<file path="config.mk">
export PLATFORM = sky130hd
export DESIGN_NAME = lif_neuron
export DESIGN_NICKNAME = d
export VERILOG_FILES = /design/src/rtl/lif_pkg.sv /design/src/rtl/lif_integrate.sv /design/src/rtl/lif_fire.sv /design/src/rtl/lif_refractory.sv /design/src/rtl/lif_neuron.sv
export SDC_FILE = /design/constraint.sdc
export NUM_CORES = 1
export LEC_CHECK = 0
export BUFFER_PORTS_ARGS = -buffer_cell sky130_fd_sc_hd__buf_2
export CELL_PAD_IN_SITES_DETAIL_PLACEMENT = 1
export CELL_PAD_IN_SITES_GLOBAL_PLACEMENT = 2
export CORE_ASPECT_RATIO = 1.25
export CORE_MARGIN = 3
export CORE_UTILIZATION = 31
export CTS_BUF_LIST = sky130_fd_sc_hd__clkbuf_4
export CTS_CLUSTER_DIAMETER = 150
export DETAILED_ROUTE_END_ITERATION = 10
export MAX_ROUTING_LAYER = met4
export PLACE_DENSITY_LB_ADDON = 0.1
export SLEW_MARGIN = 10
export SYNTH_ARGS = -nofsm -noshare
export SYNTH_HDL_FRONTEND = slang
export SYNTH_SLANG_ARGS = --single-unit
</file>
<file path="constraint.sdc">
create_clock -name clk -period 9.32 [get_ports clk]
set_input_delay 0.466 -clock clk [delete_from_list [all_inputs] [get_ports clk]]
set_output_delay 0.466 -clock clk [all_outputs]
set_load 0.03 [all_outputs]
</file>
<file path="src/rtl/lif_pkg.sv">
package lif_pkg;

  typedef enum logic {
    RESET_HARD = 1'b0,
    RESET_SOFT = 1'b1
  } reset_mode_e;

endpackage

</file>
<file path="src/rtl/lif_integrate.sv">
// Adds the step input with saturation, then leaks toward rest without overshoot.
module lif_integrate #(
  parameter int W = 16
) (
  input  logic signed [W-1:0] v_i,
  input  logic signed [W-1:0] syn_i,
  input  logic signed [W-1:0] rest_i,
  input  logic        [W-1:0] leak_i,
  output logic signed [W-1:0] sum_o,
  output logic signed [W-1:0] leaked_o
);
  localparam int XW = W + 2;
  localparam logic signed [XW-1:0] MAXV = XW'((64'd1 << (W - 1)) - 64'd1);
  localparam logic signed [XW-1:0] MINV = ~MAXV;

  logic signed [XW-1:0] raw;
  logic signed [XW-1:0] sum_x;
  logic signed [XW-1:0] rest_x;
  logic signed [XW-1:0] leak_x;
  logic signed [XW-1:0] moved;
  logic signed [XW-1:0] leaked_x;

  always_comb begin
    raw    = XW'(v_i) + XW'(syn_i);
    rest_x = XW'(rest_i);
    leak_x = {2'b00, leak_i};

    if (raw > MAXV)      sum_x = MAXV;
    else if (raw < MINV) sum_x = MINV;
    else                 sum_x = raw;

    if (sum_x > rest_x) begin
      moved    = sum_x - leak_x;
      leaked_x = (moved < rest_x) ? rest_x : moved;
    end else if (sum_x < rest_x) begin
      moved    = sum_x + leak_x;
      leaked_x = (moved > rest_x) ? rest_x : moved;
    end else begin
      moved    = sum_x;
      leaked_x = sum_x;
    end

    sum_o    = W'(sum_x);
    leaked_o = W'(leaked_x);
  end

endmodule

</file>
<file path="src/rtl/lif_fire.sv">
// Threshold compare and post-spike potential for either reset mode.
module lif_fire
  import lif_pkg::*;
#(
  parameter int W = 16
) (
  input  logic signed [W-1:0] leaked_i,
  input  logic signed [W-1:0] thr_i,
  input  logic signed [W-1:0] reset_val_i,
  input  reset_mode_e         mode_i,
  output logic                fire_o,
  output logic signed [W-1:0] next_v_o
);
  localparam int XW = W + 2;
  localparam logic signed [XW-1:0] MAXV = XW'((64'd1 << (W - 1)) - 64'd1);
  localparam logic signed [XW-1:0] MINV = ~MAXV;

  logic signed [XW-1:0] diff;
  logic signed [W-1:0]  soft_v;

  always_comb begin
    fire_o = (leaked_i > thr_i);
    diff   = XW'(leaked_i) - XW'(thr_i);
    if (diff > MAXV)      soft_v = W'(MAXV);
    else if (diff < MINV) soft_v = W'(MINV);
    else                  soft_v = W'(diff);

    if (!fire_o)                   next_v_o = leaked_i;
    else if (mode_i == RESET_SOFT) next_v_o = soft_v;
    else                           next_v_o = reset_val_i;
  end

endmodule

</file>
<file path="src/rtl/lif_refractory.sv">
// Step-counted refractory window.
module lif_refractory #(
  parameter int RW = 8
) (
  input  logic          clk,
  input  logic          rst,
  input  logic          step_i,
  input  logic          fire_i,
  input  logic [RW-1:0] len_i,
  output logic [RW-1:0] cnt_o,
  output logic          busy_o
);
  logic [RW-1:0] cnt_q;

  always_ff @(posedge clk) begin
    if (rst)                     cnt_q <= '0;
    else if (step_i && busy_o)   cnt_q <= cnt_q - RW'(1);
    else if (step_i && fire_i)   cnt_q <= len_i;
  end

  assign busy_o = (cnt_q != '0);
  assign cnt_o  = cnt_q;

endmodule

</file>
<file path="src/rtl/lif_neuron.sv">
module lif_neuron
  import lif_pkg::*;
#(
  parameter int W  = 16,
  parameter int RW = 8
) (
  input  logic                clk,
  input  logic                rst,
  input  logic                step_valid_i,
  input  logic signed [W-1:0] syn_i,
  input  logic signed [W-1:0] thr_i,
  input  logic        [W-1:0] leak_i,
  input  logic signed [W-1:0] rest_i,
  input  logic signed [W-1:0] reset_val_i,
  input  logic                soft_mode_i,
  input  logic [RW-1:0]       refr_len_i,
  output logic signed [W-1:0] vm_o,
  output logic                spike_o,
  output logic                refr_busy_o
);
  logic signed [W-1:0] v_q;
  logic                spike_q;
  logic signed [W-1:0] sum_w;
  logic signed [W-1:0] leaked_w;
  logic signed [W-1:0] next_v_w;
  logic                fire_w;
  logic                busy_w;
  logic                take_w;
  logic                fire_go_w;
  logic [RW-1:0]       refr_cnt_w;
  reset_mode_e         mode_w;

  assign mode_w    = reset_mode_e'(soft_mode_i);
  assign take_w    = step_valid_i && !busy_w;
  assign fire_go_w = take_w && fire_w;

  lif_integrate #(.W(W)) u_integrate (
    .v_i      (v_q),
    .syn_i    (syn_i),
    .rest_i   (rest_i),
    .leak_i   (leak_i),
    .sum_o    (sum_w),
    .leaked_o (leaked_w)
  );

  lif_fire #(.W(W)) u_fire (
    .leaked_i    (leaked_w),
    .thr_i       (thr_i),
    .reset_val_i (reset_val_i),
    .mode_i      (mode_w),
    .fire_o      (fire_w),
    .next_v_o    (next_v_w)
  );

  lif_refractory #(.RW(RW)) u_refr (
    .clk    (clk),
    .rst    (rst),
    .step_i (step_valid_i),
    .fire_i (fire_go_w),
    .len_i  (refr_len_i),
    .cnt_o  (refr_cnt_w),
    .busy_o (busy_w)
  );

  always_ff @(posedge clk) begin
    if (rst) begin
      v_q     <= rest_i;
      spike_q <= 1'b0;
    end else begin
      spike_q <= fire_go_w;
      if (take_w) v_q <= next_v_w;
    end
  end

  assign vm_o        = v_q;
  assign spike_o     = spike_q;
  assign refr_busy_o = busy_w;

  AST_IDLE_HOLD: assert property (@(posedge clk) disable iff (rst)
    !step_valid_i |=> ($stable(vm_o) && !spike_o));
  AST_REFR_HOLD: assert property (@(posedge clk) disable iff (rst)
    (step_valid_i && busy_w) |=> ($stable(vm_o) && !spike_o));
  AST_REFR_COUNT: assert property (@(posedge clk) disable iff (rst)
    (step_valid_i && busy_w) |=> (refr_cnt_w == $past(refr_cnt_w) - RW'(1)));
  AST_SPIKE_FROM_STEP: assert property (@(posedge clk) disable iff (rst)
    spike_o |-> ($past(step_valid_i) && ($past(leaked_w) > $past(thr_i))));
  AST_HARD_RESET: assert property (@(posedge clk) disable iff (rst)
    (spike_o && !$past(soft_mode_i)) |-> (vm_o == $past(reset_val_i)));
  AST_LEAK_NO_OVERSHOOT: assert property (@(posedge clk) disable iff (rst)
    (take_w && sum_w >= rest_i) |-> (leaked_w >= rest_i && leaked_w <= sum_w));
  AST_NO_WRAP: assert property (@(posedge clk) disable iff (rst)
    (take_w && !v_q[W-1] && !syn_i[W-1]) |-> (sum_w >= v_q));

endmodule

</file>
==> results of run 1 <==
==> sequential cells by signal, summed over array words and instances, names as in the netlist <==
signal / cells
spike_o: 1
u_refr.cnt_o: 8
vm_o: 16
==> metrics by stage <==
stage / instances / hold WS (ns)
after global routing: 1558 / 0.436
final: 1558 / 0.442
after global placement: 1524 / 0.481
after floorplan: 939 / 0.458
after CTS: 1538 / 0.441
after detailed placement: 1524 / 0.502
==> per-layer routing <==
layer | vias to the layer above | part of all wire
met5 | - | 0
met4 | 0 | 0.036
met3 | 53 | 0.021
met2 | 158 | 0.52
met1 | 4153 | 0.42
li1 | 4181 | -
==> repair_timing <==
item | CTS | global route
pin swaps | 15 | 47
endpoints found under the setup margin | 25 | 25
setup buffers | 9 | 19
cloned | 1 | 0
resized for setup | 44 | 83
==> logic make-up (layout without fill, tap and decap cells) <==
kind of cell / count (synthesis) / count (layout) / share of synthesized area
AND/OR/NAND/NOR: 267 / 267 / 0.187
multiplexers: 22 / 22 / 0.0318
AO/OA/AOI/OAI: 339 / 339 / 0.340
flip-flops: 25 / 25 / 0.0938
adder cells (fa/ha/maj): 124 / 124 / 0.224
buffers and inverters: 115 / 450 / 0.0654
XOR/XNOR: 47 / 47 / 0.0585
other: 0 / 1 / 0
==> cell usage in the layout, fill, tap and decap left out, drive strengths merged, types with 21 or more instances in the layout <==
cell	netlist	layout
o21a	25	25
ha	118	118
nor3	21	21
nand2	67	67
a211oi	23	23
a21oi	82	82
nor2	69	69
o21ai	56	56
inv	85	85
buf	14	360
a21o	24	24
xnor2	37	37
==> worst register-to-register path: cells and delay by family (launching register included) <==
family | cells | cell delay, ns
and+or+nand+nor | 7 | 1.50
buffers and inverters | 10 | 1.34
muxes | 3 | 0.58
adders and majority gates | 5 | 1.48
DFF | 1 | 0.50
AOI/OAI and AO/OA | 17 | 3.31
xor gates and xnor gates | 1 | 0.08
==> area by class of cell <==
class	count	area, um^2	area share
clock buffers	3	22.5	0.00217
repair buffers	361	2470	0.238
flip-flops and latches	25	661	0.0637
multi-input cells	799	6540	0.630
well taps	283	354	0.0341
diodes	1	2.50	0.000241
clock inverters	1	5.00	0.000482
inverters	85	322	0.0310
==> path summary, 6_finish.rpt <==
path / from / endpoint / slack (ns) / depth (start not counted)
worst max register to register: vm_o[5] / vm_o[0] / 0.27 / 43
worst min register to register: u_refr.cnt_o[1] / u_refr.cnt_o[1] / 0.52 / 2
worst min-delay path: refr_len_i[0] / u_refr.cnt_o[0] / 0.44 / 3
worst max-delay path: vm_o[5] / vm_o[0] / 0.27 / 43
==> results.sh, run 1 <==
export IMPL_synth_area_per_cell_um2=7.50
export IMPL_timing_critical_path_max_delay_family="compound AO/OA/AOI/OAI gates"
export IMPL_synth_top_cells_by_area="ha_1, edfxtp_1, a21oi_1, xnor2_1, inv_1"
export IMPL_cp_required_ns=9.43
export IMPL_grt_pass1_wl_mm=48.9
export IMPL_final_setup_tns_ns=0
export IMPL_synth_top_area_frac=0.210
export IMPL_cts_max_path_buffers=2
export IMPL_worst_slew_pin_transition_ns=0.884
export IMPL_cts_buffers=3
export IMPL_post_synth_edffs=16
export IMPL_post_synth_instance_area_um2=7040
export IMPL_h_tree_depth=1
export IMPL_synth_top_cell_by_area="ha_1"
export IMPL_final_min_clock_period_ns=9.05
export IMPL_syn_num_nets=1153
export IMPL_first_global_vias=8910
export IMPL_critPathMaxStageDelay_ns=0.50
export IMPL_timing_setup_critical_path_class="reg2reg"
export IMPL_outcome="completed"
export IMPL_seq_area_frac_synth=0.0938
export IMPL_worst_case_headroom_to_the_max_slew_limit=0.405
export IMPL_dpl_hpwl_mm=27.6
export IMPL_critical_path_startpoint_type="flip-flop"
export IMPL_core_region_area_um2=22300
export IMPL_synthTopCellsByCount="ha_1, inv_1, a21oi_1"
export IMPL_fin_area_um2=10400
export IMPL_min_period_over_period=0.972
export IMPL_drc=0
export IMPL_cts_sinks=25
export IMPL_vert_die_dim_um=174
export IMPL_synth_async_reset_ratio=0
export IMPL_placement_rows=61
export IMPL_count_leader_synth="ha_1"
export IMPL_die_width_um=141
export IMPL_routabilityCongestion=0.910
export IMPL_grt_antenna_before_repair=1
export IMPL_wire_per_inst_um=20.7
export IMPL_clk_lat_worst_skew_ns=0.36
export IMPL_final_setup_skew_ns=0.00508
export IMPL_first_pass_iters=4
export IMPL_design_die_area_um2=24600
export IMPL_hold_class="in2reg"
export IMPL_postSynthRegisterBits=25
export IMPL_fillCellCount=2823
export IMPL_cts_hold_fix_buffers=0
export IMPL_post_layout_nets=1489
export IMPL_via_per_inst=5.48
export IMPL_busiest_layer="met2"
export IMPL_netlist_cell_type_count=84
export IMPL_area_growth_syn_to_layout_pct=47.4
export IMPL_drt_iter0_drc=321
export IMPL_worst_ep_arrival_time_ns=9.16
export IMPL_crit_path_frequent_cell="buf_4"
export IMPL_grt_ovfl_total=0
export IMPL_grtUsageMet1=0.310
export IMPL_maxCapViolations=0
export IMPL_critical_path_n_buffers_inverters=10
export IMPL_grt_util_all_layers=0.260
export IMPL_cts_root_buffer="clkbuf_4"
export IMPL_finalWorstSetupSlack_ns=0.265
export IMPL_final_max_slew_violation_count=0
export IMPL_synth_warnings=0
export IMPL_timing_final_hold_violations=0
export IMPL_placement_cell_area_um2=9490
export IMPL_port_bufs=109
export IMPL_floorplan_initialDensity=0.316
export IMPL_detailroute_via_count=8545
export IMPL_utilization=0.466
export IMPL_max_freq_mhz=110
export IMPL_use_met2=0.462
export IMPL_clk_transition_reported_paths_ns=0.15
export IMPL_remaining_antenna_violation_count=0
export IMPL_grt_util_met3=0.00963
export IMPL_finalSetupViolations=0
export IMPL_number_of_instances_in_the_synthesized_netlist=939
export IMPL_drt_total_wl_mm=32.3
export IMPL_pre_cts_ws_ns=-1.20
export IMPL_cpMaxStageDelayCell="edfxtp_1"
export IMPL_crit_path_max_fanout=6
export IMPL_layout_drive_gt1_share=0.374
export IMPL_end_kind="flip-flop"
export IMPL_maximum_number_of_pins_on_one_net_before_global_route_repair=28
export IMPL_tritoncts="yes"
export IMPL_synth_main_ff_cell="edfxtp_1"
export IMPL_io_pins=110
Power of run 1 is not shown: default switching activity piles up to over one toggle a cycle in this logic, so the estimate is an artifact.
==> run 2: changes to the inputs <==
--- a/config.mk
+++ b/config.mk
@@ -11,7 +11,7 @@
 export CORE_ASPECT_RATIO = 1.25
 export CORE_MARGIN = 3
 export CORE_UTILIZATION = 31
-export CTS_BUF_LIST = sky130_fd_sc_hd__clkbuf_4
+export CTS_BUF_LIST = sky130_fd_sc_hd__clkbuf_16
 export CTS_CLUSTER_DIAMETER = 150
 export DETAILED_ROUTE_END_ITERATION = 10
 export MAX_ROUTING_LAYER = met4
==> results.sh, run 2 (same netlist as run 1, synthesis figures left out) <==
export IMPL_final_min_clock_period_ns=9.13
export IMPL_drt_iter0_drc=332
export IMPL_antenna_diode_count=0
export IMPL_outcome="completed"
export IMPL_timing_hold_worst_path_depth=2
export IMPL_final_setup_skew_ns=0.00528
export IMPL_placement_cell_area_um2=9490
export IMPL_worst_slew_pin_transition_ns=0.871
export IMPL_mostFrequentLayoutCell="buf_4"
export IMPL_finalSetupViolations=0
export IMPL_critPathMaxStageDelay_ns=0.47
export IMPL_min_period_over_period=0.980
export IMPL_grt_antenna_before_repair=0
export IMPL_timing_final_hold_violations=0
export IMPL_final_max_slew_violation_count=0
export IMPL_worst_r2r_setup_slack_ns=0.19
export IMPL_tritoncts="yes"
export IMPL_worst_r2r_startpoint="vm_o[5]"
export IMPL_worst_ep_arrival_time_ns=9.15
export IMPL_routabilityCongestion=0.910
export IMPL_drc=0
export IMPL_wirelength_met1_mm=13.7
export IMPL_dpl_hpwl_mm=27.6
export IMPL_pre_cts_ws_ns=-1.20
export IMPL_min_delay_worst_endpoint="u_refr.cnt_o[1]"
export IMPL_design_die_area_um2=24600
export IMPL_fin_area_um2=10700
export IMPL_largest_register_ffs=16
export IMPL_remaining_antenna_violation_count=0
export IMPL_worst_case_headroom_to_the_max_slew_limit=0.413
export IMPL_floorplan_initialDensity=0.316
export IMPL_ff2ff_path_depth=42
export IMPL_placement_rows=61
export IMPL_cp_required_ns=9.33
export IMPL_layout_common_cells="buf_4, buf_2, ha_1"
export IMPL_port_bufs=109
export IMPL_worst_hold_startpoint="u_refr.cnt_o[1]"
export IMPL_crit_path_start="vm_o[5]"
export IMPL_clk_lat_worst_skew_ns=0.27
export IMPL_cts_sinks=25
export IMPL_hold_class="reg2reg"
export IMPL_first_pass_iters=5
export IMPL_cpMaxStageDelayCell="edfxtp_1"
export IMPL_layout_drive_gt1_share=0.391
export IMPL_die_width_um=141
export IMPL_critical_path_startpoint_type="flip-flop"
export IMPL_end_kind="flip-flop"
export IMPL_area_growth_syn_to_layout_pct=52.7
export IMPL_grt_pass1_wl_mm=49.1
export IMPL_core_region_area_um2=22300
export IMPL_regToRegEndpoint="vm_o[5]"
export IMPL_setup_repair_after_global_routing_missed_its_margin="true"
export IMPL_first_global_vias=8962
export IMPL_grt_ovfl_total=0
export IMPL_max_freq_mhz=109
export IMPL_cts_max_path_buffers=2
export IMPL_routed_wl_met2_mm=17.2
export IMPL_detailroute_via_count=8678
export IMPL_wire_per_inst_um=20.9
export IMPL_utilization=0.482
export IMPL_vert_die_dim_um=174
export IMPL_maximum_number_of_pins_on_one_net_before_global_route_repair=28
export IMPL_top_layer_used="met4"
export IMPL_post_layout_nets=1504
export IMPL_fin_worst_hold_slack_ns=0.507
export IMPL_wl_met3_um=777
export IMPL_crit_path_frequent_cell="buf_4"
export IMPL_finalWorstSetupSlack_ns=0.187
export IMPL_clk_transition_reported_paths_ns=0.07
export IMPL_cts_buffers=3
export IMPL_maxCapViolations=0
export IMPL_h_tree_depth=1
export IMPL_grt_util_all_layers=0.260
export IMPL_drt_total_wl_mm=32.9
export IMPL_via_per_inst=5.52
export IMPL_timing_setup_critical_path_class="reg2reg"
export IMPL_io_pins=110
export IMPL_cts_root_buffer="clkbuf_16"
export IMPL_crit_path_max_fanout=5
-- run 2: changes by cell type in the layout (fill, tap and decap cells not counted), moves of 3 or more --
| cell | change |
|---|---|
| buf_4 | +6 |
| clkbuf_16 | +3 |
| buf_6 | +11 |
| ha_1 | -6 |
| clkbuf_4 | -4 |
| ha_4 | +7 |
-- run 2: critical path, delay by kind of cell (launching register included) --
| kind | cells | cell delay (ns) |
|---|---|---|
| AOI/OAI and AO/OA | 24 | 4.99 |
| adders and majority gates | 5 | 1.40 |
| buffers and inverters | 7 | 0.95 |
| DFF | 1 | 0.47 |
| muxes | 1 | 0.20 |
| and+or+nand+nor | 5 | 0.84 |
-- run 2: timing repair --
item                                   4_1_cts  5_1_grt
gates resized for setup                     45      117
pin swaps                                   16       77
setup buffers                                9       34
endpoints found under the hold margin        0        0
hold buffers                                 0        0
setup endpoints to repair                   25       25
gates cloned                                 1        0
-- run 2: metal layers --
metal  GRT usage  vias to the layer above
li1            -                     4217
met1       0.309                     4223
met2       0.464                      178
met3      0.0102                       60
met4      0.0961                        0
met5           -                        -
-- run 2: cell type report --
| class | instances | area, um^2 |
|---|---|---|
| flip-flops and latches | 25 | 661 |
| well taps | 283 | 354 |
| clock buffers | 3 | 75.1 |
| clock inverters | 1 | 5.00 |
| repair buffers | 376 | 2630 |
| multi-input cells | 799 | 6710 |
| inverters | 85 | 322 |
| fillers | 2790 | 11500 |
-- run 2: worst max-delay path by stage --
| stage | to | cells past startpoint |
|---|---|---|
| after floorplan | vm_o[13] | 43 |
| after global placement | vm_o[11] | 43 |
| after detailed placement | vm_o[6] | 42 |
| after CTS | vm_o[10] | 44 |
| after global routing | vm_o[4] | 43 |
| final | vm_o[5] | 42 |
-- run 2: metrics by stage --
step / setup TNS (ns) / std cells
3_5_place_dp: -25.77 / 1524
3_3_place_gp: -25.23 / 1524
6_report: 0 / 1572
5_1_grt: -1.88 / 1572
4_1_cts: 0 / 1538
2_1_floorplan: 0 / 939
Power of run 2 is left out for the same reason.
